**src/rtl/bw_pkg.sv**
```systemverilog
package bw_pkg;
  localparam int unsigned NREG = 5;
  typedef enum int unsigned {
    RG_RAM  = 0,
    RG_SND  = 1,
    RG_BANK = 2,
    RG_MISC = 3,
    RG_WIN  = 4
  } region_e;
  typedef logic [NREG-1:0] sel_t;
endpackage

```
**src/rtl/bw_decode.sv**
```systemverilog
module bw_decode
  import bw_pkg::*;
#(
  parameter int unsigned ADDR_W   = 16,
  parameter int unsigned BANK_HW  = 4,   // address bits above the byte that must be zero for a bank write
  parameter logic [ADDR_W-1:0] SND_PORT = 16'h7F11
) (
  input  logic [ADDR_W-1:0] addr_i,
  output sel_t              sel_o,
  output logic              bank_hit_o,
  output logic              port_hit_o
);
  localparam int unsigned T = ADDR_W - 1;

  always_comb begin
    sel_o = '0;
    if (addr_i[T])          sel_o[RG_WIN]  = 1'b1;
    else if (!addr_i[T-1])  sel_o[RG_RAM]  = 1'b1;
    else if (!addr_i[T-2])  sel_o[RG_SND]  = 1'b1;
    else if (!addr_i[T-3])  sel_o[RG_BANK] = 1'b1;
    else                    sel_o[RG_MISC] = 1'b1;
  end

  assign bank_hit_o = sel_o[RG_BANK] && (addr_i[T-4 -: BANK_HW] == '0);
  assign port_hit_o = (addr_i == SND_PORT);
endmodule

```
**src/rtl/bw_bank.sv**
```systemverilog
module bw_bank #(
  parameter int unsigned HOST_W = 24,
  parameter int unsigned WIN_AW = 15
) (
  input  logic              clk_i,
  input  logic              rst_ni,
  input  logic              shift_i,
  input  logic              bit_i,
  output logic [HOST_W-1:0] base_o
);
  localparam int unsigned KEEP_W = HOST_W - WIN_AW;

  logic [KEEP_W-1:0] keep_q;

  // Bit WIN_AW shifts into the masked field and is lost.
  always_ff @(posedge clk_i or negedge rst_ni) begin
    if (!rst_ni)      keep_q <= '0;
    else if (shift_i) keep_q <= {bit_i, keep_q[KEEP_W-1:1]};
  end

  assign base_o = {keep_q, {WIN_AW{1'b0}}};

  AST_BANK_HOLD: assert property (@(posedge clk_i) disable iff (!rst_ni)
    !shift_i |=> $stable(keep_q)) else $error("bank changed without write");
  AST_BANK_SHIFT: assert property (@(posedge clk_i) disable iff (!rst_ni)
    shift_i |=> (keep_q[KEEP_W-1] == $past(bit_i)) &&
                (keep_q[KEEP_W-2:0] == $past(keep_q[KEEP_W-1:1]))) else $error("bad shift");
endmodule

```
**src/rtl/bank_window_decoder.sv**
```systemverilog
module bank_window_decoder
  import bw_pkg::*;
#(
  parameter int unsigned ADDR_W = 16,
  parameter int unsigned HOST_W = 24,
  parameter int unsigned RAM_AW = 13,
  parameter int unsigned DATA_W = 8
) (
  input  logic              clk_i,
  input  logic              rst_ni,
  input  logic [ADDR_W-1:0] addr_i,
  input  logic              rd_i,
  input  logic              wr_i,
  input  logic [DATA_W-1:0] wdata_i,
  output logic              valid_o,
  output logic              we_o,
  output logic [NREG-1:0]   sel_o,
  output logic [RAM_AW-1:0] ram_addr_o,
  output logic [HOST_W-1:0] host_addr_o,
  output logic              snd_wr_o,
  output logic              zero_rd_o
);
  localparam int unsigned WIN_AW = ADDR_W - 1;

  sel_t              sel_d;
  logic              bank_hit, port_hit, access;
  logic [HOST_W-1:0] base;

  assign access = rd_i | wr_i;

  bw_decode #(.ADDR_W(ADDR_W)) u_decode (
    .addr_i     (addr_i),
    .sel_o      (sel_d),
    .bank_hit_o (bank_hit),
    .port_hit_o (port_hit)
  );

  bw_bank #(.HOST_W(HOST_W), .WIN_AW(WIN_AW)) u_bank (
    .clk_i   (clk_i),
    .rst_ni  (rst_ni),
    .shift_i (wr_i && bank_hit),
    .bit_i   (wdata_i[0]),
    .base_o  (base)
  );

  always_ff @(posedge clk_i or negedge rst_ni) begin
    if (!rst_ni) begin
      valid_o     <= 1'b0;
      we_o        <= 1'b0;
      sel_o       <= '0;
      ram_addr_o  <= '0;
      host_addr_o <= '0;
      snd_wr_o    <= 1'b0;
      zero_rd_o   <= 1'b0;
    end else begin
      valid_o     <= access;
      we_o        <= access && wr_i;
      sel_o       <= access ? sel_d : '0;
      ram_addr_o  <= (access && sel_d[RG_RAM]) ? addr_i[RAM_AW-1:0] : '0;
      host_addr_o <= (access && sel_d[RG_WIN])
                     ? base + HOST_W'(addr_i[WIN_AW-1:0]) : '0;
      snd_wr_o    <= wr_i && port_hit;
      zero_rd_o   <= !wr_i && rd_i && (sel_d[RG_BANK] || sel_d[RG_MISC]);
    end
  end

  AST_VALID_PULSE: assert property (@(posedge clk_i) disable iff (!rst_ni)
    valid_o |-> $past(rd_i || wr_i)) else $error("valid without access");
  AST_SEL_ONEHOT: assert property (@(posedge clk_i) disable iff (!rst_ni)
    valid_o |-> $countones(sel_o) == 1) else $error("select not one-hot");
  AST_SEL_IDLE: assert property (@(posedge clk_i) disable iff (!rst_ni)
    !valid_o |-> sel_o == '0) else $error("select while idle");
  AST_SND_WR: assert property (@(posedge clk_i) disable iff (!rst_ni)
    snd_wr_o |-> valid_o && we_o && sel_o[RG_MISC]) else $error("stray sound strobe");
  AST_ZERO_RD: assert property (@(posedge clk_i) disable iff (!rst_ni)
    zero_rd_o |-> valid_o && !we_o) else $error("zero flag on write");
  AST_HOST_ZERO: assert property (@(posedge clk_i) disable iff (!rst_ni)
    !sel_o[RG_WIN] |-> host_addr_o == '0) else $error("host addr outside window");
endmodule

```
**config.mk**
```make
export PLATFORM = sky130hd
export DESIGN_NAME = bank_window_decoder
export DESIGN_NICKNAME = d
export VERILOG_FILES = /design/src/rtl/bw_pkg.sv /design/src/rtl/bw_decode.sv /design/src/rtl/bw_bank.sv /design/src/rtl/bank_window_decoder.sv
export SDC_FILE = /design/constraint.sdc
export NUM_CORES = 1
export LEC_CHECK = 0
export ABC_CLOCK_PERIOD_IN_PS = 1500
export BUFFER_PORTS_ARGS = -buffer_cell sky130_fd_sc_hd__buf_2
export CORE_MARGIN = 10
export CORE_UTILIZATION = 50
export DETAILED_ROUTE_END_ITERATION = 7
export PLACE_DENSITY = 0.91
export SLEW_MARGIN = 0
export SYNTH_ARGS = -nofsm -noshare
export SYNTH_HDL_FRONTEND = slang
export SYNTH_SLANG_ARGS = --single-unit
```
**constraint.sdc**
```tcl
create_clock -name clk_i -period 1.5 [get_ports clk_i]
set_input_delay 0.3 -clock clk_i [delete_from_list [all_inputs] [get_ports clk_i]]
set_output_delay 0.3 -clock clk_i [all_outputs]
set_load 0.05 [all_outputs]
```
* After elaboration in Yosys (flattened, before gate mapping)
Index checks and enable logic that the tools add are counted.
Storage, ports and cells: bits in registers 55, input port bits 28, output and inout bits 46, logic and storage cells 33
Operators by class: add/sub/neg operators 1, equality and inequality tests 1, multiplexer cells 11, bitwise operators 1, reductions and logical operators 11
Operator list (count):
- $add 24x15->24 | 1
- $mux 24 | 1
- $eq 16x15->1 const B | 1
- $mux 13 | 1
- $logic_and 1x1->1 | 8
- $mux 1 | 5
- $mux 5 | 1
- $logic_not 4->1 | 1
- $mux 4 | 1
- $mux 3 | 1
- $mux 2 | 1
- $logic_not 1->1 | 1
- $logic_or 1x1->1 | 1
- $or 1x1->1 | 1

* Longest topological paths before layout
Gate-level depths: netlist of run 1.
word-level depth 6, gate-level depth with buffers 4, gate-level depth less buffers 3

* Modules after synthesis
A second synthesis of run 1 with hierarchy kept.
Second synthesis, totals: cells, all modules 285, area total of the unflattened synthesis 3009.1 sq um
Modules (own cells, without submodules):
- bank_window_decoder | times used 1, cells an instance 238, area each 2416.1 sq um, sequential area each 1151.1 sq um
- bw_bank | times used 1, cells an instance 35, area each 488.0 sq um, sequential area each 225.2 sq um
- bw_decode | times used 1, cells an instance 12, area each 105.1 sq um, sequential area each 0.0 sq um

* Least setup slack after synthesis of run 1
OpenSTA, ideal clock, no wires.
path type input port to flip-flop, start input addr_i[12], end register u_bank.keep_q[8], setup time 0.125 ns, arrival time 1.490 ns, data required time 1.375 ns, setup slack -0.115 ns, stages 3, path buffers 0, cell sequence or4_4 nor3_4 mux2_2
Between the ends: longest elaborated chain between the ends 6
Ends and longest elaborated chain:
- start, declared | line bank_window_decoder.sv:11 | input logic [ADDR_W-1:0] addr_i,
- $mux 1 | line bw_decode.sv:20 | else if (!addr_i[T-3]) sel_o[RG_BANK] = 1'b1;
- $mux 2 | line bw_decode.sv:19 | else if (!addr_i[T-2]) sel_o[RG_SND] = 1'b1;
- $mux 3 | line bw_decode.sv:18 | else if (!addr_i[T-1]) sel_o[RG_RAM] = 1'b1;
- $mux 4 | line bw_decode.sv:17 | if (addr_i[T]) sel_o[RG_WIN] = 1'b1;
- $logic_and 1x1->1 | line bw_decode.sv:24 | assign bank_hit_o = sel_o[RG_BANK] && (addr_i[T-4 -: BANK_HW] == '0);
- $logic_and 1x1->1 | line bank_window_decoder.sv:41 | .shift_i (wr_i && bank_hit),
- end signal, assigned | line bw_bank.sv:18 | else if (shift_i) keep_q <= {bit_i, keep_q[KEEP_W-1:1]};
- end, declared | line bw_bank.sv:13 | logic [KEEP_W-1:0] keep_q;
Every way passes these cells. A chain may end at the register's enable or synchronous reset.

* Worst setup path after layout of run 1
start input addr_i[12], end register u_bank.keep_q[4]
The elaborated chain is that of the path after synthesis.

==> results.md, run 1 <==
- Outcome: finished, final reports clean
- Sw frac: 0.2542
- Count of placed standard cells in the final layout, fillers left out: 254
- Dominant combinational cell family by area after synthesis: simple AND/OR/NAND/NOR gates
- Proportion of synthesized area in mux cells: 0.05462
- Total Neg Setup Slack: 0 ns
- Vias in the first global route: 1267
- Worst reg2reg startpoint: u_bank.keep_q[5]$_DFFE_PN0P_
- Net count after synthesis: 151
- Post-route ant nets: 0
- Capturing element type of the critical path: flip-flop
- Remaining DRCs: 0
- Comb power frac: 0.130
- Total clock sinks: 55
- Flip-flop and latch count after synthesis: 55
- Startpoint of the lowest-slack hold path: wr_i
- Number of failing hold endpoints at the final stage: 0
- Synth top area cells: sky130_fd_sc_hd__dfrtp_1 74%, sky130_fd_sc_hd__and2_1 12%, sky130_fd_sc_hd__mux2_2 5.5%
- Number of vias in the routed layout: 1183
- Reg clk slew, reported paths: 0.09 ns
- Worst reg2reg path depth: 1
- Utilization of the core after routing: 0.6773
- Root buffer selected by CTS: sky130_fd_sc_hd__clkbuf_8
- Total global-route track usage: 0.1282
- Site row count: 22
- Floorplan Core Area: about 0.0036 mm²
- Count of synthesis-stage warnings from yosys: 0
- Transition time of the tightest slew-check pin: 0.6988 ns
- Worst VDD drop: 0.6671 mV
- Share of power burned in the clock network: 0.309
- Cells after DPL: 245
- Number of synthesized flops with an enable pin: 0
- Nets@finish: 233
- Total leakage power: 1.367 nW
- Post-synth top cells: 55 x sky130_fd_sc_hd__dfrtp_1, 35 x sky130_fd_sc_hd__and2_1, 9 x sky130_fd_sc_hd__mux2_2
- Internal portion of total power: just over 2 mW
- TritonCTS buffer count: 5
- Worst hold path depth: 1
- Most used standard cell by instance count after synthesis: sky130_fd_sc_hd__dfrtp_1
- Fraction of power consumed by sequential logic: 0.560
- Die area: 0.006548 mm²
- Final setup violation count: 0
- Aggregate global routing overflow: 0
- Tmin final: between 1 and 1.5 ns
- Switching power summed over all nets: 696.2 µW
- Wire length reported by the detailed router: a little over 4 mm
- Worst skew pair latency: 0.30 ns
- Number of antenna violations at the first check in global routing: 0
- Compound-Gate Fraction of Synth Area: 0
- Post-synthesis share of cell area spent on full adders, half adders and majority gates: 0
- Via/cell ratio: 4.657
- Final worst clock skew: ~0.0036 ns
- First-pass GRT wire length: about 6.5 mm
- Horizontal extent of the die: 80.92 µm
- Fraction of the cycle the final worst path needs: 0.9519
- Worst slew margin: 0.5316
- Worst Setup SP: addr_i[12]
- Die boundary height: 80.92 µm
- Highest clock frequency the design can meet: 700.3 MHz
- CP required: around 1.7 ns
- Predominant post-synthesis flop cell: sky130_fd_sc_hd__dfrtp_1
- RSZ-0062 raised after global routing: false
- Layout Area Growth over Synthesis: 32.64%
- Hold WC Path Type: in -> reg
- Cells after synthesis: 123
- Max-slew violation count: 0
- Starting DRT DRC Count: 35
- Global placement routability congestion: 0.7116
- Htree depth: 2
- Maximum number of pins on one net before global-route repair: 56
- Mean Syn Cell Area: 15.09 µm²
- Cell type with the highest aggregate area in the netlist: sky130_fd_sc_hd__dfrtp_1
- Sequential share of the synthesized area: 0.7417
- Largest fanout on the critical path: 9
- Simple-gate area share of the yosys netlist: 0.1935
- Post-Synth XOR/XNOR Area: 0
- Data arrival time at the worst-slack endpoint: 1.61 ns
- Mapped Area: 0.001856 mm²
- Startpoint type of the worst setup path: input port
- Kind of critical path: in -> reg
- Total power: 2.739 mW
- Count of max-cap constraint violations: 0
- Share of final-layout standard cells stronger than drive strength 1: 0.4806
- Number of placed I/O pins: 74
- HPWL Detailed: 3.142 mm
- Number of buffers inserted to repair setup after CTS: 0
- Proportion of register bits with asynchronous set or reset after synthesis: 1.000
- Clock Path Buffers: 2
- TritonCTS clock tree: yes
- Distinct cell type count of the synthesized netlist: 18
- Detailed Routing Iterations Pass 1: 4
- Initial cell density of the core: 0.5107
- Diodes inserted: 0
- Routed length per instance: 15.96 µm
- Ratio of total power to cell area: 1113 mW/mm²
- Port Buf Inserts: 66
- Area fraction of the dominant cell type after synthesis: 0.7417
[flip-flops by register name, indices dropped and copies added (netlist names)]
register / count
u_bank.keep_q: 9
host_addr_o: 24
zero_rd_o: 1
ram_addr_o: 13
sel_o: 5
valid_o: 1
we_o: 1
snd_wr_o: 1
[worst max-delay path: stages]
cell                     delay, ns
sky130_fd_sc_hd__buf_2        0.11
sky130_fd_sc_hd__or4_4        0.54
sky130_fd_sc_hd__nor3_4       0.17
sky130_fd_sc_hd__buf_12       0.15
sky130_fd_sc_hd__mux2_2       0.33
[repair_timing]
item,4_1_cts,5_1_grt
gates resized for setup,0,1
hold buffers,1,0
endpoints found under the hold margin,55,0
setup endpoints to repair,0,14
[power by group through the flow]
stage / clock, mW / sequential, mW / combinational [mW]
2_1_floorplan: 0 / 1.72 / 0.0479
3_3_place_gp: 0 / 1.56 / 0.350
3_5_place_dp: 0 / 1.57 / 0.358
4_1_cts: 0.873 / 1.54 / 0.361
5_1_grt: 0.920 / 1.54 / 0.383
6_report: 0.848 / 1.53 / 0.357
[final timing paths]
| check | endpoint | slack [ns] |
|---|---|---|
| worst min-delay path | we_o$_DFF_PN0_ | 0.15 |
| worst max register to register | u_bank.keep_q[4]$_DFFE_PN0P_ | 0.71 |
| worst min register to register | host_addr_o[15]$_DFF_PN0_ | 0.48 |
| max in group asynchronous | host_addr_o[15]$_DFF_PN0_ | 0.75 |
| worst max-delay path | u_bank.keep_q[4]$_DFFE_PN0P_ | 0.07 |
| min in group asynchronous | we_o$_DFF_PN0_ | 0.52 |
[logic make-up after synthesis]
| family | after synthesis |
|---|---|
| simple gates | 54 |
| mux | 9 |
| flops | 55 |
| buf+inv | 5 |
[per-stage QoR]
step                      hold WS [ns]  worst slack (ns)  cell area (µm²)
after floorplan               0.004409           -0.1147             1856
after global placement          0.3115           -0.2320             2346
after detailed placement        0.3148           -0.2823             2346
after CTS                       0.1415           0.02948             2456
after global routing            0.1467           0.02639             2461
final                           0.1483           0.07212             2461
[layer usage]
metal	routed length, µm	global-route usage	vias up
met5	0	0	-
met4	48	0.04325	0
met3	370	0.05077	5
met2	2105	0.2277	41
met1	1529	0.1358	576
li1	-	-	561
[cell type report]
cell class                      instances  area [µm²]
Multi-Input combinational cell         63       465.4
Tap cell                               48       60.06
Sequential cell                        55        1376
Fill cell                             292        1172
Timing Repair Buffer                   79       455.4
Clock buffer                            8       100.1
Inverter                                1       3.754
[cell usage in the layout, fill, tap and decap left out, types with 2 or more instances in the layout]
master                     instances
sky130_fd_sc_hd__mux2_2            9
sky130_fd_sc_hd__nor4b_1           3
sky130_fd_sc_hd__nand2_1           2
sky130_fd_sc_hd__nor4_1            2
sky130_fd_sc_hd__buf_4            10
sky130_fd_sc_hd__nor2_1            2
sky130_fd_sc_hd__dfrtp_1          55
sky130_fd_sc_hd__buf_2            66
sky130_fd_sc_hd__and2_2            2
sky130_fd_sc_hd__clkbuf_8          7
sky130_fd_sc_hd__and2_1           35
sky130_fd_sc_hd__buf_12            2
Note: power is estimated with default switching activity, not from simulation.
==> inputs of run 2 (changes only) <==
--- a/config.mk
+++ b/config.mk
@@ -8,9 +8,10 @@
 export ABC_CLOCK_PERIOD_IN_PS = 1500
 export BUFFER_PORTS_ARGS = -buffer_cell sky130_fd_sc_hd__buf_2
 export CORE_MARGIN = 10
-export CORE_UTILIZATION = 50
+export CORE_UTILIZATION = 35
 export DETAILED_ROUTE_END_ITERATION = 7
-export PLACE_DENSITY = 0.91
+export PLACE_DENSITY = 0.7
+export RECOVER_POWER = 25
 export SLEW_MARGIN = 0
 export SYNTH_ARGS = -nofsm -noshare
 export SYNTH_HDL_FRONTEND = slang
==> run 2 against run 1 <==
  * Clock skew decreased by 0.0023 ns
  * Combinational power fell by 3%
  * Clock-buffer cell count shrank 2
  * Power is 2.5% lower
  * Core utilization fell by 20 points
  * Sequential power about the same
  * Maximum frequency is essentially flat
  * Global-route usage is 3.1 points lower
  * Highest routed layer unchanged
==> results.md, run 2 (synthesis results as in run 1) <==
- Total cell area at the placement stage: 0.002366 mm² (was 0.002346 mm²)
- HPWL Detailed: 3.011 mm (was 3.142 mm)
- Data arrival time at the worst-slack endpoint: 1.62 ns (was 1.61 ns)
- Starting DRT DRC Count: 17 (was 35)
- Count of max-cap constraint violations: 0 (unchanged)
- Total leakage power: 1.340 nW (was 1.367 nW)
- Worst VDD drop: 0.3817 mV (was 0.6671 mV)
- Ordered list of cells on the worst path: buf_2, or4_4, nor3_4, buf_12, mux2_2 (unchanged)
- Post-route ant nets: 0 (unchanged)
- Via/cell ratio: 4.196 (was 4.657)
- Commonest cells after routing, fill and taps aside: 64 x sky130_fd_sc_hd__buf_2, 55 x sky130_fd_sc_hd__dfrtp_1, 35 x sky130_fd_sc_hd__and2_1 (was 66 x sky130_fd_sc_hd__buf_2, 55 x sky130_fd_sc_hd__dfrtp_1, 35 x sky130_fd_sc_hd__and2_1)
- Transition time of the tightest slew-check pin: 0.6821 ns (was 0.6988 ns)
- Die area: 0.008614 mm² (was 0.006548 mm²)
- Horizontal extent of the die: 92.81 µm (was 80.92 µm)
- Largest fanout on the critical path: 9 (unchanged)
- Die boundary height: 92.81 µm (was 80.92 µm)
- Total Neg Setup Slack: 0 ns (unchanged)
- Outcome: finished, final reports clean (unchanged)
- Total power: 2.671 mW (was 2.739 mW)
- Setup slack on the worst flop-to-flop path: 0.71 ns (about the same)
- Clock Path Buffers: 2 (unchanged)
- Highest clock frequency the design can meet: 700.6 MHz (was 700.3 MHz)
- Number of inserted filler cells in the final layout: 481 (was 292)
- Final setup violation count: 0 (unchanged)
- Wire length reported by the detailed router: 3.988 mm (was 4.053 mm)
- Crit-path max cell delay: 0.54 ns (about the same)
- Root buffer selected by CTS: sky130_fd_sc_hd__clkbuf_8 (unchanged)
- RSZ-0062 raised after global routing: false (unchanged)
- Startpoint of the lowest-slack hold path: wr_i (unchanged)
- Global-route met1 utilization: 0.09971 (was 0.1358)
- Number of placed I/O pins: 74 (unchanged)
- Register with the most flip-flops: host_addr_o (unchanged)
- Largest register FFs: 24 (unchanged)
- Maximum number of pins on one net before global-route repair: 29 (was 56)
- Total clock sinks: 55 (unchanged)
- First-pass GRT wire length: 6.651 mm (was 6.479 mm)
- Layout Area Growth over Synthesis: 32.23% (was 32.64%)
- Initial cell density of the core: 0.3610 (was 0.5107)
- Worst reg2reg path depth: 1 (unchanged)
- Final worst clock skew: 0.001347 ns (was 0.003634 ns)
- Startpoint type of the worst setup path: input port (unchanged)
- Site row count: 26 (was 22)
- Area of all placed cells without fillers: 0.002454 mm² (was 0.002461 mm²)
- Global placement routability congestion: 0.7427 (was 0.7116)
- Diodes inserted: 0 (unchanged)
- TritonCTS buffer count: 5 (unchanged)
- Total global-route track usage: 0.09709 (was 0.1282)
- Count of placed standard cells in the final layout, fillers left out: 275 (was 254)
- Worst hold path depth: 1 (unchanged)
- Nets@finish: 232 (was 233)
- Regs by FF count: host_addr_o x24, ram_addr_o x13, u_bank.keep_q x9 (unchanged)
- Tmin final: 1.427 ns (was 1.428 ns)
- Port Buf Inserts: 66 (unchanged)
- TritonCTS clock tree: yes (unchanged)
- Capturing element type of the critical path: flip-flop (unchanged)
- Fraction of the cycle the final worst path needs: 0.9516 (was 0.9519)
- Worst slew margin: 0.5453 (was 0.5316)
- Worst reg2reg startpoint: u_bank.keep_q[4]$_DFFE_PN0P_ (was u_bank.keep_q[5]$_DFFE_PN0P_)
- Footprint of the multi-input gates: 460.4 µm² (was 465.4 µm²)
- Share of final-layout standard cells stronger than drive strength 1: 0.4585 (was 0.4806)
- Vias in the first global route: 1306 (was 1267)
- Cell with the largest stage delay on the worst path: sky130_fd_sc_hd__or4_4 (unchanged)
- Met3 layer usage reported by global route: 0.04116 (was 0.05077)
- Number of antenna violations at the first check in global routing: 0 (unchanged)
- Kind of critical path: in -> reg (unchanged)
- Terminating pin of the worst hold path: we_o$_DFF_PN0_ (unchanged)
- Hold WC Path Type: in -> reg (unchanged)
- Aggregate global routing overflow: 0 (unchanged)
- CP required: 1.69 ns (was 1.68 ns)
- Max-slew violation count: 0 (unchanged)
- FF+latch area: 0.001376 mm² (unchanged)
- Number of buffers inserted to repair setup after CTS: 0 (unchanged)
- Reg clk slew, reported paths: 0.10 ns (was 0.09 ns)
- Global route hottest layer: met2 (unchanged)
- Commonest non-fill, non-tap cell in the layout: sky130_fd_sc_hd__buf_2 (unchanged)
- Worst skew pair latency: 0.30 ns (about the same)
- Number of vias in the routed layout: 1154 (was 1183)
- Floorplan Core Area: 0.005140 mm² (was 0.003633 mm²)
- Htree depth: 2 (unchanged)
- Number of failing hold endpoints at the final stage: 0 (unchanged)
- Remaining DRCs: 0 (unchanged)
- Cells after DPL: 266 (was 245)
- Global-route met2 utilization: 0.1688 (was 0.2277)
- Ratio of total power to cell area: 1089 mW/mm² (was 1113 mW/mm²)
- R2R Path End: u_bank.keep_q[4]$_DFFE_PN0P_ (unchanged)
- Detailed Routing Iterations Pass 1: 3 (was 4)
- Routed length per instance: 14.50 µm (was 15.96 µm)
run 2: changes by cell type in the layout (fill, tap and decap cells not counted), moves of 2 or more:
cell | before | now
sky130_fd_sc_hd__buf_4 | 10 | 6
sky130_fd_sc_hd__clkbuf_8 | 7 | 5
sky130_fd_sc_hd__clkbuf_1 | 1 | 4
sky130_fd_sc_hd__clkbuf_2 | 0 | 2
sky130_fd_sc_hd__buf_2 | 66 | 64
run 2: how the worst max path moves through the flow:
stage                from                            to  slack [ns]  cells after the start
2_1_floorplan  addr_i[12]  u_bank.keep_q[8]$_DFFE_PN0P_       -0.11                      3
3_3_place_gp   addr_i[12]  u_bank.keep_q[1]$_DFFE_PN0P_       -0.23                      5
3_5_place_dp   addr_i[12]  u_bank.keep_q[4]$_DFFE_PN0P_       -0.24                      5
4_1_cts        addr_i[12]  u_bank.keep_q[4]$_DFFE_PN0P_        0.09                      5
5_1_grt        addr_i[12]  u_bank.keep_q[4]$_DFFE_PN0P_        0.04                      5
6_report       addr_i[12]  u_bank.keep_q[4]$_DFFE_PN0P_        0.07                      5
run 2: metal layers:
layer | wire length (µm) | vias up | share of wire
met5 | 0 | - | 0
met4 | 40 | 0 | 0.010
met3 | 329 | 5 | 0.082
met2 | 2092 | 33 | 0.52
met1 | 1526 | 556 | 0.38
li1 | - | 560 | -
run 2: cell type report:
| class | count | area share |
|---|---|---|
| Inverter | 1 | 0.001530 |
| Sequential cell | 55 | 0.5609 |
| Multi-Input combinational cell | 63 | 0.1877 |
| Clock inverter | 2 | 0.006629 |
| Clock buffer | 6 | 0.02958 |
| Timing Repair Buffer | 78 | 0.1780 |
| Tap cell | 70 | 0.03570 |
run 2: stage by stage:
step | utilization | hold WS [ns] | setup WS, ns
6_report | 0.4774 | 0.1715 | 0.07262
5_1_grt | 0.4774 | 0.1547 | 0.04166
4_1_cts | 0.4796 | 0.1317 | 0.08693
3_5_place_dp | 0.4603 | 0.3221 | -0.2421
3_3_place_gp | 0.4603 | 0.3169 | -0.2294
2_1_floorplan | - | 0.004409 | -0.1147
run 2: report_power, final:
part	internal (mW)	switching [mW]
combinational	0.0920	0.255
sequential	1.52	0.00940
clock	0.336	0.455
run 2: worst max-delay path, delay by kind of cell:
family        cells  cell delay, ns
buf+inv           2            0.27
mux               1            0.34
simple gates      2            0.71
run 2: timing repair:
action | 4_1_cts | 5_1_grt
gates resized for setup | 0 | 0
hold buffers | 1 | 0
hold endpoints to repair | 40 | 0
==> inputs of run 3 (changes only) <==
--- a/config.mk
+++ b/config.mk
@@ -5,12 +5,11 @@
 export SDC_FILE = /design/constraint.sdc
 export NUM_CORES = 1
 export LEC_CHECK = 0
-export ABC_CLOCK_PERIOD_IN_PS = 1500
+export ABC_CLOCK_PERIOD_IN_PS = 1250
 export BUFFER_PORTS_ARGS = -buffer_cell sky130_fd_sc_hd__buf_2
-export CORE_MARGIN = 10
 export CORE_UTILIZATION = 35
 export DETAILED_ROUTE_END_ITERATION = 7
-export PLACE_DENSITY = 0.7
+export PLACE_DENSITY = 0.72
 export RECOVER_POWER = 25
 export SLEW_MARGIN = 0
 export SYNTH_ARGS = -nofsm -noshare
==> constraint.sdc (replaced) <==
create_clock -name clk_i -period 1.25 [get_ports clk_i]
set_input_delay 0.25 -clock clk_i [delete_from_list [all_inputs] [get_ports clk_i]]
set_output_delay 0.25 -clock clk_i [all_outputs]
set_load 0.05 [all_outputs]
==> run 3 against run 2 <==
  * The flow now finishes with violations (negative setup slack)
  * Critical path depth stayed put
  * Clock skew about the same
  * Combinational power up 21%
  * Via count up 2.1%
  * Setup slack lost 0.21 ns
  * Global-route usage rose by 3.3 points
  * Highest routed layer unchanged
==> results.md, run 3 (synthesis results as in run 1) <==
- Outcome: finished with violations (was finished, final reports clean)
- Violations in the final reports: negative setup slack
- Nets@finish: 234 (was 232)
- Number of failing hold endpoints at the final stage: 0 (unchanged)
- Vias in the first global route: 1186 (was 1306)
- Aggregate global routing overflow: 0 (unchanged)
- Ordered list of cells on the worst path: buf_2, or4_4, nor3_4, buf_12, mux2_2 (unchanged)
- Routed length per instance: 12.11 µm (was 14.50 µm)
- Root buffer selected by CTS: sky130_fd_sc_hd__clkbuf_8 (unchanged)
- Max-slew violation count: 0 (unchanged)
- Tmin final: 1.386 ns
- Ratio of total power to cell area: 1348 mW/mm² (was 1089 mW/mm²)
- Die boundary height: 74.81 µm (was 92.81 µm)
- Wire length reported by the detailed router: 3.341 mm (was 3.988 mm)
- Count of max-cap constraint violations: 0 (unchanged)
- Number of vias in the routed layout: 1178 (was 1154)
- Commonest cells after routing, fill and taps aside: 65 x sky130_fd_sc_hd__buf_2, 55 x sky130_fd_sc_hd__dfrtp_1, 35 x sky130_fd_sc_hd__and2_1 (was 64 x sky130_fd_sc_hd__buf_2, 55 x sky130_fd_sc_hd__dfrtp_1, 35 x sky130_fd_sc_hd__and2_1)
- Worst skew pair latency: 0.29 ns (was 0.30 ns)
- Total Neg Setup Slack: -1.144 ns (was 0 ns)
- CP required: 1.43 ns (was 1.69 ns)
- RSZ-0062 raised after global routing: true (was false)
- Worst Setup SP: addr_i[12] (unchanged)
- Global placement routability congestion: 0.7724 (was 0.7427)
- Worst slew margin: 0.5503 (was 0.5453)
- First-pass GRT wire length: 5.271 mm (was 6.651 mm)
- Initial cell density of the core: 0.3633 (was 0.3610)
- Diodes inserted: 0 (unchanged)
- Horizontal extent of the die: 74.81 µm (was 92.81 µm)
- TritonCTS clock tree: yes (unchanged)
- Share of final-layout standard cells stronger than drive strength 1: 0.4757 (was 0.4585)
- Layout Area Growth over Synthesis: 34.66% (was 32.23%)
- Register with the most flip-flops: host_addr_o (unchanged)
- HPWL Detailed: 2.451 mm (was 3.011 mm)
- Post-route ant nets: 0 (unchanged)
- Via/cell ratio: 4.268 (was 4.196)
- Htree depth: 2 (unchanged)
- Setup WS post-layout: -0.1362 ns (was 0.07262 ns)
- Site row count: 26 (unchanged)
- Data arrival time at the worst-slack endpoint: 1.57 ns (was 1.62 ns)
- Startpoint type of the worst setup path: input port (unchanged)
- Clock Path Buffers: 2 (unchanged)
- Highest clock frequency the design can meet: 721.4 MHz
- Number of placed I/O pins: 74 (unchanged)
- Crit-path max cell delay: 0.54 ns (about the same)
- Commonest non-fill, non-tap cell in the layout: sky130_fd_sc_hd__buf_2 (unchanged)
- Capturing element type of the critical path: flip-flop (unchanged)
- Port Buf Inserts: 66 (unchanged)
- Largest register FFs: 24 (unchanged)
- Number of antenna violations at the first check in global routing: 0 (unchanged)
- Total global-route track usage: 0.1302 (was 0.09709)
- Detailed Routing Iterations Pass 1: 4 (was 3)
- Hold WC Path Type: in -> reg (unchanged)
- Number of buffers inserted to repair setup after CTS: 0 (unchanged)
- Total power: 3.368 mW (was 2.671 mW)
- Starting DRT DRC Count: 32 (was 17)
- Floorplan Core Area: 0.005107 mm² (was 0.005140 mm²)
- Fraction of the cycle the final worst path needs: 1.109
- Cell with the largest stage delay on the worst path: sky130_fd_sc_hd__or4_4 (unchanged)
- TritonCTS buffer count: 5 (unchanged)
- Remaining DRCs: 0 (unchanged)
- Transition time of the tightest slew-check pin: 0.6710 ns (was 0.6821 ns)
- Worst VDD drop: 0.5171 mV (was 0.3817 mV)
- Final setup violation count: 9 (was 0)
- Total clock sinks: 55 (unchanged)
- Final worst clock skew: 0.001120 ns (was 0.001347 ns)
- Maximum number of pins on one net before global-route repair: 22 (was 29)
- Die area: 0.005597 mm² (was 0.008614 mm²)
- Largest fanout on the critical path: 9 (unchanged)
- Kind of critical path: in -> reg (unchanged)
- Regs by FF count: host_addr_o x24, ram_addr_o x13, u_bank.keep_q x9 (unchanged)
- Total leakage power: 1.363 nW (was 1.340 nW)
- Startpoint of the lowest-slack hold path: wr_i (unchanged)
- Reg clk slew, reported paths: 0.09 ns (was 0.10 ns)
- Worst reg2reg startpoint: u_bank.keep_q[5]$_DFFE_PN0P_ (was u_bank.keep_q[4]$_DFFE_PN0P_)
## run 3: power by group
part	switching [mW]	internal, mW
registers	0.0127	1.83
clock network	0.522	0.585
logic	0.304	0.116
## run 3: worst paths after layout
kind | slack, ns | cells after the start | endpoint
max reg2reg | 0.46 | 1 | u_bank.keep_q[5]$_DFFE_PN0P_
max | -0.14 | 5 | u_bank.keep_q[6]$_DFFE_PN0P_
min reg2reg | 0.50 | 1 | host_addr_o[15]$_DFF_PN0_
max in group asynchronous | 0.22 | 3 | host_addr_o[18]$_DFF_PN0_
min | 0.1 | 1 | we_o$_DFF_PN0_
min in group asynchronous | 0.39 | 2 | ram_addr_o[0]$_DFF_PN0_
## run 3: critical path, delay by kind of cell
kind | cells | cell delay [ns]
muxes | 1 | 0.33
and+or+nand+nor | 2 | 0.72
buffers and inverters | 2 | 0.27
## run 3: timing repair
item / CTS / global route
setup endpoints to repair: 23 / 9
hold buffers: 1 / 0
pin swaps: 0 / 0
resized for setup: 1 / 1
endpoints found under the hold margin: 14 / 0
## run 3: metal layers
metal,track usage,vias to the layer above,part of all wire
li1,-,562,-
met1,0.1447,565,0.42
met2,0.2312,45,0.51
met3,0.02945,6,0.047
met4,0.07128,0,0.017
met5,0,-,0
## run 3: layout make-up
type	count	area, µm²
inverter	1	3.754
timing repair buffer	80	455.4
multi-input combinational	63	469.2
clock inverter	2	37.54
sequential	55	1376
tap	70	87.58
clock buffer	5	68.82
fill	450	2609
## run 3: stage by stage
stage | instances | hold slack [ns] | utilization | setup WS (ns) | area (µm²)
5_1_grt | 276 | 0.08459 | 0.4892 | -0.1415 | 2499
3_5_place_dp | 268 | 0.1962 | 0.4711 | -0.4461 | 2406
4_1_cts | 276 | 0.08705 | 0.4949 | -0.1245 | 2527
3_3_place_gp | 268 | 0.1935 | 0.4711 | -0.4080 | 2406
6_report | 276 | 0.09633 | 0.4892 | -0.1362 | 2499
2_1_floorplan | 123 | -0.04559 | - | -0.3147 | 1856
